--- config.mk ---
export PLATFORM = sky130hd
export DESIGN_NAME = capture_channel
export DESIGN_NICKNAME = d
export VERILOG_FILES = /design/src/rtl/cap_pkg.sv /design/src/rtl/cap_sync_edge.sv /design/src/rtl/cap_event.sv /design/src/rtl/cap_fifo.sv /design/src/rtl/capture_channel.sv
export SDC_FILE = /design/constraint.sdc
export NUM_CORES = 1
export LEC_CHECK = 0
export BUFFER_PORTS_ARGS = -buffer_cell sky130_fd_sc_hd__buf_2
export CAP_MARGIN = 5
export CORE_MARGIN = 5
export CORE_UTILIZATION = 45
export CTS_CLUSTER_SIZE = 12
export DETAILED_ROUTE_END_ITERATION = 8
export MAX_ROUTING_LAYER = met4
export PLACE_DENSITY_LB_ADDON = 0.12
export SYNTH_ARGS = -nofsm -noshare
export SYNTH_HDL_FRONTEND = slang
export SYNTH_SLANG_ARGS = --single-unit
--- constraint.sdc ---
create_clock -name clk -period 3.96 [get_ports clk]
set_clock_uncertainty 0.1 [all_clocks]
set_input_delay 0.396 -clock clk [delete_from_list [all_inputs] [get_ports clk]]
set_output_delay 0.396 -clock clk [all_outputs]
set_load 0.005 [all_outputs]
--- src/rtl/cap_pkg.sv ---
package cap_pkg;
   localparam logic [2:0] MODE_OFF    = 3'b000;
   localparam logic [2:0] MODE_BOTH   = 3'b001;
   localparam logic [2:0] MODE_FALL   = 3'b010;
   localparam logic [2:0] MODE_RISE   = 3'b011;
   localparam logic [2:0] MODE_RISE_A = 3'b100;
   localparam logic [2:0] MODE_RISE_B = 3'b101;

   typedef struct packed {
      logic       tsel;
      logic [1:0] icnt;
      logic [2:0] mode;
   } cap_ctrl_t;

   function automatic logic mode_active(input logic [2:0] m);
      return (m != MODE_OFF) && (m <= MODE_RISE_B);
   endfunction
endpackage

--- src/rtl/cap_sync_edge.sv ---
module cap_sync_edge #(
   parameter int STAGES = 2
) (
   input  logic clk,
   input  logic rst_n,
   input  logic pin,
   output logic rise,
   output logic fall
);
   if (STAGES < 2) begin : g_bad_stages
      $error("cap_sync_edge: STAGES must be at least 2");
   end

   logic [STAGES-1:0] chain_q;
   logic              prev_q;

   always_ff @(posedge clk or negedge rst_n) begin
      if (!rst_n) begin
         chain_q <= '0;
         prev_q  <= 1'b0;
      end else begin
         chain_q <= {chain_q[STAGES-2:0], pin};
         prev_q  <= chain_q[STAGES-1];
      end
   end

   assign rise = chain_q[STAGES-1] & ~prev_q;
   assign fall = ~chain_q[STAGES-1] & prev_q;
endmodule

--- src/rtl/cap_event.sv ---
module cap_event
   import cap_pkg::*;
#(
   parameter int RATIO_LO = 4,
   parameter int RATIO_HI = 16
) (
   input  logic       clk,
   input  logic       rst_n,
   input  logic       rise,
   input  logic       fall,
   input  logic [2:0] mode,
   input  logic       restart,
   output logic       fire
);
   localparam int PW = $clog2(RATIO_HI);
   localparam logic [PW-1:0] LIM_LO = PW'(RATIO_LO - 1);
   localparam logic [PW-1:0] LIM_HI = PW'(RATIO_HI - 1);

   if (RATIO_LO < 2 || RATIO_HI <= RATIO_LO) begin : g_bad_ratio
      $error("cap_event: need 2 <= RATIO_LO < RATIO_HI");
   end

   logic [PW-1:0] pcnt_q;
   logic [PW-1:0] limit;
   logic          hit;

   always_comb begin
      hit   = 1'b0;
      limit = '0;
      case (mode)
         MODE_BOTH:   hit = rise | fall;
         MODE_FALL:   hit = fall;
         MODE_RISE:   hit = rise;
         MODE_RISE_A: begin hit = rise; limit = LIM_LO; end
         MODE_RISE_B: begin hit = rise; limit = LIM_HI; end
         default:     hit = 1'b0;
      endcase
   end

   assign fire = hit && (pcnt_q == limit);

   always_ff @(posedge clk or negedge rst_n) begin
      if (!rst_n)       pcnt_q <= '0;
      else if (restart) pcnt_q <= '0;
      else if (hit)     pcnt_q <= (pcnt_q == limit) ? '0 : pcnt_q + 1'b1;
   end


   prescale_lo_chk: assert property (@(posedge clk) disable iff (!rst_n)
      (mode == MODE_RISE_A) |-> (pcnt_q <= LIM_LO));
endmodule

--- src/rtl/cap_fifo.sv ---
module cap_fifo #(
   parameter int W     = 16,
   parameter int DEPTH = 4
) (
   input  logic         clk,
   input  logic         rst_n,
   input  logic         flush,
   input  logic         push,
   input  logic         pop,
   input  logic [W-1:0] wdata,
   output logic [W-1:0] rdata,
   output logic         full,
   output logic         empty
);
   localparam int AW = $clog2(DEPTH);
   localparam int CW = $clog2(DEPTH + 1);

   if (DEPTH < 2 || (1 << AW) != DEPTH) begin : g_bad_depth
      $error("cap_fifo: DEPTH must be a power of two, at least 2");
   end

   logic [W-1:0]  mem_q [DEPTH];
   logic [AW-1:0] wr_q, rd_q;
   logic [CW-1:0] cnt_q;
   logic          do_push, do_pop;

   assign full    = (cnt_q == CW'(DEPTH));
   assign empty   = (cnt_q == '0);
   assign do_push = push && !full && !flush;
   assign do_pop  = pop && !empty && !flush;
   assign rdata   = mem_q[rd_q];

   always_ff @(posedge clk or negedge rst_n) begin
      if (!rst_n) begin
         wr_q  <= '0;
         rd_q  <= '0;
         cnt_q <= '0;
      end else if (flush) begin
         wr_q  <= '0;
         rd_q  <= '0;
         cnt_q <= '0;
      end else begin
         if (do_push) wr_q <= wr_q + 1'b1;
         if (do_pop)  rd_q <= rd_q + 1'b1;
         cnt_q <= cnt_q + CW'(do_push) - CW'(do_pop);
      end
   end

   always_ff @(posedge clk) begin
      if (do_push) mem_q[wr_q] <= wdata;
   end


   pop_count_chk: assert property (@(posedge clk) disable iff (!rst_n)
      (pop && !empty && !push && !flush) |=> (cnt_q == $past(cnt_q) - 1'b1));
endmodule

--- src/rtl/capture_channel.sv ---
module capture_channel
   import cap_pkg::*;
#(
   parameter int TW          = 16,
   parameter int DEPTH       = 4,
   parameter int SYNC_STAGES = 2,
   parameter int RATIO_LO    = 4,
   parameter int RATIO_HI    = 16
) (
   input  logic          clk,
   input  logic          rst_n,
   input  logic [TW-1:0] time_a,
   input  logic [TW-1:0] time_b,
   input  logic          cap_pin,
   input  logic          ctrl_wr,
   input  logic [7:0]    ctrl_wdata,
   output logic [7:0]    ctrl_rdata,
   input  logic          buf_rd,
   output logic [TW-1:0] buf_rdata,
   output logic          irq
);
   if (DEPTH < 4) begin : g_bad_depth
      $error("capture_channel: interrupt field needs DEPTH >= 4");
   end

   cap_ctrl_t   ctrl_q;
   logic        ovf_q, irq_q;
   logic [1:0]  ev_q;
   logic        rise, fall, fire, full, empty;
   logic        flush, accept, lost;
   logic [TW-1:0] stamp;

   assign flush  = ctrl_wr && !mode_active(ctrl_wdata[2:0]);
   assign accept = fire && !full && !flush;
   assign lost   = fire && full && !flush;
   assign stamp  = ctrl_q.tsel ? time_b : time_a;

   cap_sync_edge #(.STAGES(SYNC_STAGES)) u_sync (
      .clk(clk), .rst_n(rst_n), .pin(cap_pin), .rise(rise), .fall(fall));

   cap_event #(.RATIO_LO(RATIO_LO), .RATIO_HI(RATIO_HI)) u_event (
      .clk(clk), .rst_n(rst_n), .rise(rise), .fall(fall),
      .mode(ctrl_q.mode), .restart(ctrl_wr), .fire(fire));

   cap_fifo #(.W(TW), .DEPTH(DEPTH)) u_fifo (
      .clk(clk), .rst_n(rst_n), .flush(flush), .push(accept), .pop(buf_rd),
      .wdata(stamp), .rdata(buf_rdata), .full(full), .empty(empty));

   always_ff @(posedge clk or negedge rst_n) begin
      if (!rst_n) begin
         ctrl_q <= '0;
         ovf_q  <= 1'b0;
         ev_q   <= '0;
         irq_q  <= 1'b0;
      end else begin
         if (ctrl_wr) ctrl_q <= {ctrl_wdata[7], ctrl_wdata[6:5], ctrl_wdata[2:0]};
         if (flush)     ovf_q <= 1'b0;
         else if (lost) ovf_q <= 1'b1;
         if (ctrl_wr)     ev_q <= '0;
         else if (accept) ev_q <= (ev_q == ctrl_q.icnt) ? '0 : ev_q + 1'b1;
         irq_q <= !ctrl_wr && accept && (ev_q == ctrl_q.icnt);
      end
   end

   assign ctrl_rdata = {ctrl_q.tsel, ctrl_q.icnt, ovf_q, !empty, ctrl_q.mode};
   assign irq        = irq_q;


   ovf_set_chk: assert property (@(posedge clk) disable iff (!rst_n)
      $rose(ovf_q) |-> $past(full));

   irq_src_chk: assert property (@(posedge clk) disable iff (!rst_n)
      irq_q |-> $past(fire));

   off_quiet_chk: assert property (@(posedge clk) disable iff (!rst_n)
      !mode_active(ctrl_q.mode) |-> !fire);

   fall_only_chk: assert property (@(posedge clk) disable iff (!rst_n)
      (ctrl_q.mode == MODE_FALL && fire) |-> fall);
endmodule

==> results of run 1 <==
-- registers in the layout, indices dropped and copies added, names as in the netlist --
register        count
irq                 1
ev_q                2
u_fifo.rd_q         2
u_sync.chain_q      2
ovf_q               1
u_fifo.cnt_q        3
u_fifo.wr_q         2
u_event.pcnt_q      4
u_sync.prev_q       1
ctrl_rdata          6
u_fifo.mem_q       64
-- final cells by class --
type / count / area share, %
Clock buffer: 9 / 2.77
Clock inverter: 7 / 1.04
Inverter: 10 / 0.839
Multi-Input combinational cell: 117 / 27.3
Sequential cell: 88 / 56.4
Tap cell: 105 / 2.94
Timing Repair Buffer: 74 / 8.73
-- cells by family after synthesis --
kind of cell | synth area share [%]
AOI/OAI and AO/OA | 2.61
DFF | 65.8
adders and majority gates | 3.46
and+or+nand+nor | 7.63
buffers and inverters | 2.41
xor gates and xnor gates | 2.06
muxes | 16.1
-- metal layers --
layer  global-route usage, %  share of wire (%)  vias up
li1                        -                  -     1007
met1                    18.7                 45     1057
met2                    22.5                 49       45
met3                    2.94                4.2       14
met4                    6.36                1.5        0
met5                       -                  0        -
-- report_power, final --
group	switching [uW]	internal [uW]	total [uW]
Clock	316	228	544
Combinational	227	324	552
Sequential	130	1070	1200
Total	673	1630	2300
-- through the flow --
| stage | setup slack [ns] | instances | hold slack (ns) |
|---|---|---|---|
| final | 1.04 | 410 | 0.0503 |
| after CTS | 0.989 | 410 | 0.0297 |
| after detailed placement | 1.03 | 393 | 0.237 |
| after floorplan | 1.12 | 226 | 0.000409 |
| after global routing | 0.816 | 410 | 0.0280 |
| after global placement | 1.05 | 393 | 0.233 |
-- repair_timing --
item | in CTS | in global routing
buffers inserted | 0 | 0
hold endpoints to repair | 24 | 0
hold buffers | 1 | 0
endpoints found under the setup margin | 0 | 0
-- worst max-delay path, cell delays in order, from the launching register on --
cell	delay (ns)
dfrtp_1	0.35
inv_1	0.05
ha_1	0.29
or4b_4	0.50
o311ai_4	0.13
nand4_2	0.22
nor3_4	0.23
ha_1	0.18
inv_1	0.05
fa_1	0.37
xor2_1	0.17
xnor2_1	0.14
nor2_1	0.06
-- cell usage in the layout, fill, tap and decap left out, types with 2 or more instances in the layout --
master	n
xor2_1	7
buf_4	6
clkinvlp_4	2
ha_1	9
nor3b_1	2
o31ai_1	2
and3_1	4
dfrtp_1	24
mux4_2	16
nand3b_1	2
edfxtp_1	64
inv_6	2
nand3_1	4
xnor2_1	2
clkinv_2	2
nor3_1	3
mux2i_1	3
or3_1	2
o21ai_0	3
nand2_1	7
nor2_1	10
a21oi_1	3
mux2_2	20
clkbuf_8	9
inv_1	10
buf_2	67
-- worst max-delay path by stage --
stage                     depth (start not counted)  slack [ns]         startpoint              end
after global placement                           12        1.05      u_sync.prev_q  u_fifo.cnt_q[2]
final                                            12        1.04      u_sync.prev_q  u_fifo.cnt_q[2]
after CTS                                        12        0.99      u_sync.prev_q  u_fifo.cnt_q[2]
after detailed placement                         11        1.03  u_sync.chain_q[1]  u_fifo.cnt_q[2]
after global routing                             12        0.82      u_sync.prev_q  u_fifo.cnt_q[2]
after floorplan                                  12        1.12      ctrl_wdata[1]  u_fifo.cnt_q[2]
==> flow_metrics.py, run 1 <==
metrics = {
    "synthesis": {
        "synthCells": 226,
        "ys_seq_elements": 88,
        "synth_top_cell_by_area": "edfxtp_1",
        "synth-seq-area-share_pct": 65.8,
        "synth_edf_count": 64,
        "syn_area_per_cell_um2": 17.0,
        "ys_top_cells_by_count": "edfxtp_1, dfrtp_1, mux2_2, mux4_2",
        "synth_nets": 281,
        "synth_most_common_cell": "edfxtp_1",
        "synth_flop_cell": "edfxtp_1",
        "synth.top_cells.by_area": "edfxtp_1, dfrtp_1, mux4_2, mux2_2, ha_1",
        "synth_top_area_share_pct": 50.1,
        "yosysUniqueCellTypes": 43,
        "yosysWarnings": 0,
        "synth_area_mm2": 0.00383,
        "synthArstFlopShare_pct": 27.3,
    },
    "clock_network": {
        "cts_sinks": 88,
        "cts_buffer_depth": 2,
        "cts_buffers": 9,
        "cts_root_buffer": "clkbuf_8",
        "clk_pin_slew_ns": 0.08,
        "clkLatencyLatePin_ns": 0.35,
        "htree_levels": 3,
        "cts_tree": "yes",
        "cts_resized": 0,
    },
    "die": {
        "num_rows": 33,
        "die_area_mm2": 0.0105,
        "start_util_pct": 46.4,
        "core_region_area_mm2": 0.00826,
        "dieHeight_um": 102,
        "boundaryPins": 70,
        "chipWidth_um": 102,
    },
    "power_and_ir_drop": {
        "peakVddDrop_mv": 0.332,
        "power_uw": 2300,
        "powerDensity_mw_per_mm2": 514,
        "power_leakage_uw": 0.00176,
    },
    "final_layout": {
        "multiInputGateArea_mm2": 0.00122,
        "antennaDiodeCount": 0,
        "drive_gt1_share_pct": 43.0,
        "seqCellArea_mm2": 0.00252,
        "stdcell_area_mm2": 0.00447,
        "nFillCells": 710,
        "area_growth_pct": 16.6,
        "fin_util_pct": 54.2,
        "nNetsFinal": 355,
    },
    "timing": {
        "fin_crit_sh_pct": 73.6,
        "hold_violations": 0,
        "slew_headroom_pct": 29.0,
        "setup_viol": 0,
        "fin_crit_ns": 2.92,
        "drv_slew": 0,
        "finalSetupTns_ns": 0,
        "rsz0062_at_grt": "false",
        "max_clock_freq_mhz": 343,
        "max_slew.worst_pin.slew_ns": 1.06,
    },
    "placed_design": {
        "hpwl_mm": 4.46,
        "gp_congestion": 0.732,
        "io_buffers": 67,
        "placed_cell_area_mm2": 0.00429,
    },
    "min_path": {
        "whs_endpoint": "u_sync.chain_q[0]",
        "hp-class": "in -> reg",
        "hold_depth": 1,
        "holdCritStartpoint": "cap_pin",
    },
    "detailed_routing": {
        "drc_errors": 0,
        "finalWirelength_mm": 6.71,
        "ant_nets": 0,
        "vias": 2123,
        "wl_per_cell_um": 16.4,
        "firstDrtPassIters": 4,
        "drtIter0Drc": 73,
        "routed_via_density": 5.18,
    },
    "run_status": {
        "outcome": "completed",
    },
    "worst_setup_path": {
        "cp_max_fo": 6,
        "path_class": "reg -> reg",
        "arrival_ns": 3.06,
        "r2r-start": "u_sync.prev_q",
        "required_ns": 4.10,
        "r2r_end": "u_fifo.cnt_q[2]",
        "r2r_cells": 12,
        "cp-start-kind": "flop",
        "critPathCaptureType": "flop",
        "rrSetupSlack_ns": 1.04,
    },
    "run": {
        "max_cap_violations": 0,
    },
    "grt": {
        "grt_pass1_wl_mm": 11.1,
        "grt_pass1_vias": 2232,
        "gr-usage-all-layers_pct": 14.6,
        "grt_max_degree": 25,
        "antenna_found_initial": 0,
        "grt_overflow": 0,
    },
}
(Power assumes the default switching activity.)
==> run 2, diff against run 1 <==
clock period = 2.5 ns   (was 3.96 ns; I/O delays follow)
==> flow_metrics.py, run 2 (synthesized netlist as in run 1, its figures left out) <==
metrics = {
    "detailed_routing": {
        "routed_via_density": 5.05,
        "wl_per_cell_um": 16.0,
        "vias": 2177,
        "drc_errors": 0,
        "finalWirelength_mm": 6.90,
        "firstDrtPassIters": 4,
        "drtIter0Drc": 55,
        "ant_nets": 0,
    },
    "worst_setup_path": {
        "cp-start-kind": "flop",
        "cp-startpoint": "u_sync.prev_q",
        "arrival_ns": 2.88,
        "required_ns": 2.64,
        "cp_max_fo": 2,
        "path_class": "reg -> reg",
        "r2r-start": "u_sync.prev_q",
        "critPathCaptureType": "flop",
    },
    "final_layout": {
        "layout_common_cells": "buf_2, edfxtp_1, dfrtp_1, buf_4, mux2_2",
        "stdcell_area_mm2": 0.00475,
        "largest_reg_flops": 64,
        "drive_gt1_share_pct": 47.5,
        "antennaDiodeCount": 0,
        "nFillCells": 691,
        "area_growth_pct": 23.9,
        "top_register": "u_fifo.mem_q",
        "mostFrequentLayoutCell": "buf_2",
        "nNetsFinal": 377,
    },
    "timing": {
        "fin_crit_ns": 2.74,
        "finalWorstSetupSlack_ns": -0.243,
        "max_slew.worst_pin.slew_ns": 0.747,
        "drv_slew": 0,
        "hold_violations": 0,
        "hold_ws_ns": 0.0246,
        "fin_crit_sh_pct": 110,
        "max_clock_freq_mhz": 365,
        "slew_headroom_pct": 50.2,
        "rsz0062_at_grt": "true",
        "setup_viol": 2,
    },
    "grt": {
        "grt_pass1_vias": 2283,
        "grt_pass1_wl_mm": 11.3,
        "antenna_found_initial": 0,
        "grt_max_degree": 25,
        "grt_overflow": 0,
        "gr-usage-all-layers_pct": 15.0,
    },
    "clock_network": {
        "clk_pin_slew_ns": 0.09,
        "clkLatencyLatePin_ns": 0.35,
        "cts_sinks": 88,
        "cts_tree": "yes",
        "htree_levels": 3,
        "cts_buffers": 9,
        "cts_buffer_depth": 2,
        "cts_root_buffer": "clkbuf_8",
    },
    "power_and_ir_drop": {
        "netSwitchingPower_uw": 1080,
        "power_uw": 3930,
        "peakVddDrop_mv": 0.535,
        "power.share.clock_pct": 27.0,
        "p_comb_share_pct": 27.7,
        "powerDensity_mw_per_mm2": 827,
        "netSwitchingFraction_pct": 27.4,
        "p_seq_share_pct": 45.3,
        "power_leakage_uw": 0.00189,
        "p_int_uw": 2850,
    },
    "min_path": {
        "hp-class": "in -> reg",
        "holdCritStartpoint": "ctrl_wdata[6]",
    },
    "die": {
        "start_util_pct": 46.4,
        "boundaryPins": 70,
        "core_region_area_mm2": 0.00826,
        "chipWidth_um": 102,
        "die_area_mm2": 0.0105,
        "dieHeight_um": 102,
        "num_rows": 33,
    },
    "placed_design": {
        "io_buffers": 67,
        "hpwl_mm": 4.73,
        "gp_congestion": 0.754,
        "placed_cell_area_mm2": 0.00448,
    },
    "run": {
        "max_cap_violations": 0,
    },
    "run_status": {
        "outcome": "complete, but fails checks",
        "violations": "negative setup slack",
    },
}
run 2: cell type report:
class	count	area, um2	area share [%]
inverters	10	37.5	0.790
well taps	105	131	2.76
clock inverters	6	92.6	1.95
clock buffers	9	124	2.61
repair buffers	96	611	12.8
multi-input cells	117	1230	26.0
flip-flops and latches	88	2520	53.1
run 2: per-stage QoR:
stage               setup WS, ns  TNS, ns  std cells  utilization (%)
floorplan                 -0.246   -0.299        226                -
global placement          -0.233   -0.264        411             54.2
detailed placement        -0.280   -0.609        411             54.2
CTS                       -0.287   -0.398        431             57.5
global route              -0.394    -1.69        431             57.5
finish                    -0.243   -0.274        431             57.5
run 2: critical path, cell delays in order (launching register included):
cell,delay (ns)
dfrtp_1,0.35
inv_1,0.04
ha_1,0.28
or4b_4,0.49
o311ai_4,0.09
nand4_2,0.17
nor3_4,0.16
ha_1,0.17
inv_1,0.05
fa_1,0.37
xor2_1,0.16
xnor2_1,0.15
nor2_1,0.06
run 2: worst paths after layout:
| kind | depth (start not counted) | slack (ns) | end |
|---|---|---|---|
| setup / recovery | 12 | -0.24 | u_fifo.cnt_q[2] |
| hold / removal | 2 | 0.02 | ctrl_rdata[6] |
| setup reg to reg | 12 | -0.24 | u_fifo.cnt_q[2] |
| hold reg to reg | 0 | 0.26 | u_sync.chain_q[1] |
| max in group asynchronous | 2 | 1.60 | u_event.pcnt_q[2] |
| min in group asynchronous | 2 | 0.32 | ctrl_rdata[5] |
run 2: what timing repair did:
item	4_1_cts	5_1_grt
endpoints found under the hold margin	26	0
pin swaps	1	0
hold buffers	3	0
setup endpoints to repair	28	66
resized for setup	2	2
buffers inserted	2	0
run 2: power by group through the flow:
stage,clock (uW),sequential [uW],combinational [uW]
floorplan,0,1790,720
global placement,0,1810,1100
detailed placement,0,1810,1110
CTS,1090,1780,1130
global route,1160,1800,1220
finish,1060,1780,1090
run 2: per-layer routing:
metal  GRT usage (%)  up-vias  wire length [um]
met5               -        -                 0
met4            6.66        0               115
met3            3.14       10               353
met2            25.0       55              3550
met1            17.5     1058              2890
li1                -     1054                 -
==> run 3, diff against run 2 <==
CORE_UTILIZATION = 50   (was 45)
==> flow_metrics.py, run 3 (synthesized netlist as in run 1, its figures left out) <==
metrics = {
    "die": {
        "dieHeight_um": 97.6,
        "core_region_area_mm2": 0.00761,
        "chipWidth_um": 97.6,
        "boundaryPins": 70,
        "die_area_mm2": 0.00952,
        "start_util_pct": 50.4,
        "num_rows": 32,
    },
    "run": {
        "max_cap_violations": 0,
    },
    "clock_network": {
        "cts_tree": "yes",
        "clkLatencyLatePin_ns": 0.35,
        "clk_pin_slew_ns": 0.08,
        "cts_sinks": 88,
        "cts_root_buffer": "clkbuf_8",
        "cts_buffers": 9,
        "cts_buffer_depth": 2,
        "htree_levels": 3,
    },
    "final_layout": {
        "mostFrequentLayoutCell": "buf_2",
        "nNetsFinal": 377,
        "area_growth_pct": 23.1,
        "top_register": "u_fifo.mem_q",
        "antennaDiodeCount": 0,
        "multiInputGateArea_mm2": 0.00123,
        "largest_reg_flops": 64,
        "fin_util_pct": 62.0,
        "nFillCells": 606,
        "layout_common_cells": "buf_2, edfxtp_1, dfrtp_1, buf_4, mux2_2",
        "seqCellArea_mm2": 0.00252,
        "drive_gt1_share_pct": 47.7,
    },
    "detailed_routing": {
        "routed_via_density": 5.02,
        "wl_per_cell_um": 15.7,
        "ant_nets": 0,
        "firstDrtPassIters": 4,
        "finalWirelength_mm": 6.74,
        "drtIter0Drc": 52,
        "drc_errors": 0,
        "vias": 2155,
    },
    "placed_design": {
        "gp_congestion": 0.814,
        "dpl_worst_slack_ns": -0.264,
        "hpwl_mm": 4.60,
        "io_buffers": 67,
    },
    "min_path": {
        "whs_endpoint": "ctrl_rdata[5]",
        "hold_depth": 3,
        "holdCritStartpoint": "ctrl_wdata[5]",
        "hp-class": "in -> reg",
    },
    "worst_setup_path": {
        "r2r-start": "u_sync.prev_q",
        "required_ns": 2.64,
        "arrival_ns": 2.87,
        "critPathCaptureType": "flop",
        "cp_top_family": "simple AND/OR/NAND/NOR gates",
        "cp_cell_sequence": "inv_1 > ha_1 > or4b_4 > o311ai_4 > nand4_2 > nor3_4 > ha_1 > inv_1 > fa_1 > xor2_1 > xnor2_1 > nor2_1",
        "r2r_cells": 12,
        "path_class": "reg -> reg",
        "cp_max_fo": 2,
        "cp-start-kind": "flop",
        "cpPeakStageDelay_ns": 0.50,
        "cp_num_buf_inv": 2,
        "slowest_stage": "or4b_4",
        "r2r_end": "u_fifo.cnt_q[2]",
        "rrSetupSlack_ns": -0.23,
    },
    "power_and_ir_drop": {
        "power_leakage_uw": 0.00188,
        "power.share.clock_pct": 25.3,
        "peakVddDrop_mv": 0.612,
        "p_seq_share_pct": 46.3,
        "powerDensity_mw_per_mm2": 811,
        "netSwitchingPower_uw": 1070,
        "p_int_uw": 2750,
        "p_comb_share_pct": 28.4,
        "netSwitchingFraction_pct": 28.1,
    },
    "timing": {
        "max_clock_freq_mhz": 366,
        "hold_violations": 0,
        "setup_viol": 2,
        "drv_slew": 0,
        "finalWorstSetupSlack_ns": -0.231,
        "slew_headroom_pct": 64.0,
        "rsz0062_at_grt": "true",
        "max_slew.worst_pin.slew_ns": 0.541,
        "fin_crit_sh_pct": 109,
        "hold_ws_ns": 0.0227,
        "fin_crit_ns": 2.73,
    },
    "run_status": {
        "outcome": "complete, but fails checks",
        "violations": "negative setup slack",
    },
    "grt": {
        "grt_pass1_wl_mm": 11.4,
        "grt_overflow": 0,
        "gr-usage-all-layers_pct": 16.0,
        "antenna_found_initial": 0,
        "grt_pass1_vias": 2309,
        "grt_max_degree": 25,
    },
}
==> run 3: tightest hold or removal path, cell delays in order <==
cell	delay, ns
buf_2	0.08
nand2_1	0.04
o21ai_0	0.07
==> run 3: through the flow <==
step / instances / setup TNS (ns) / instance area (um2) / total power (uW)
final: 429 / -0.242 / 4720 / 3830
after global routing: 429 / -4.56 / 4720 / 4090
after CTS: 429 / -0.498 / 4720 / 3880
after detailed placement: 408 / -1.71 / 4480 / 2910
after global placement: 408 / -0.934 / 4480 / 2890
after floorplan: 226 / -0.299 / 3840 / 2510
==> run 3: how the worst max path moves through the flow <==
stage                      start              end  slack [ns]  depth (start not counted)
6_report           u_sync.prev_q  u_fifo.cnt_q[2]       -0.23                         12
5_1_grt            u_sync.prev_q  u_fifo.cnt_q[2]       -0.41                         12
4_1_cts            u_sync.prev_q  u_fifo.cnt_q[2]       -0.26                         12
3_5_place_dp   u_sync.chain_q[1]  u_fifo.cnt_q[2]       -0.26                         11
3_3_place_gp       u_sync.prev_q  u_fifo.cnt_q[2]       -0.22                         12
2_1_floorplan      u_sync.prev_q  u_fifo.cnt_q[2]       -0.25                         12
==> run 3: cell type report <==
cell class,count,share of cell area [%]
clock buffer,10,2.70
multi-input combinational,117,26.0
inverter,10,0.795
sequential,88,53.4
clock inverter,6,1.43
tap,102,2.70
timing repair buffer,96,12.9
==> run 3: timing repair <==
item	CTS	global route
buffers inserted	3	0
endpoints found under the hold margin	25	0
pin swaps	1	0
hold buffers	2	0
resized for setup	2	0
setup endpoints to repair	64	66
==> run 3: power by group through the flow <==
stage	clock network, uW	registers, uW	logic [uW]
detailed placement	0	1810	1110
global placement	0	1800	1090
finish	967	1770	1090
CTS	992	1770	1120
global route	1070	1790	1230
floorplan	0	1790	720
==> run 3: metal layers <==
metal,part of all wire [%],GRT usage [%]
met1,42,18.7
met2,53,26.9
met3,3.7,3.45
met4,1.7,6.71
met5,0,-
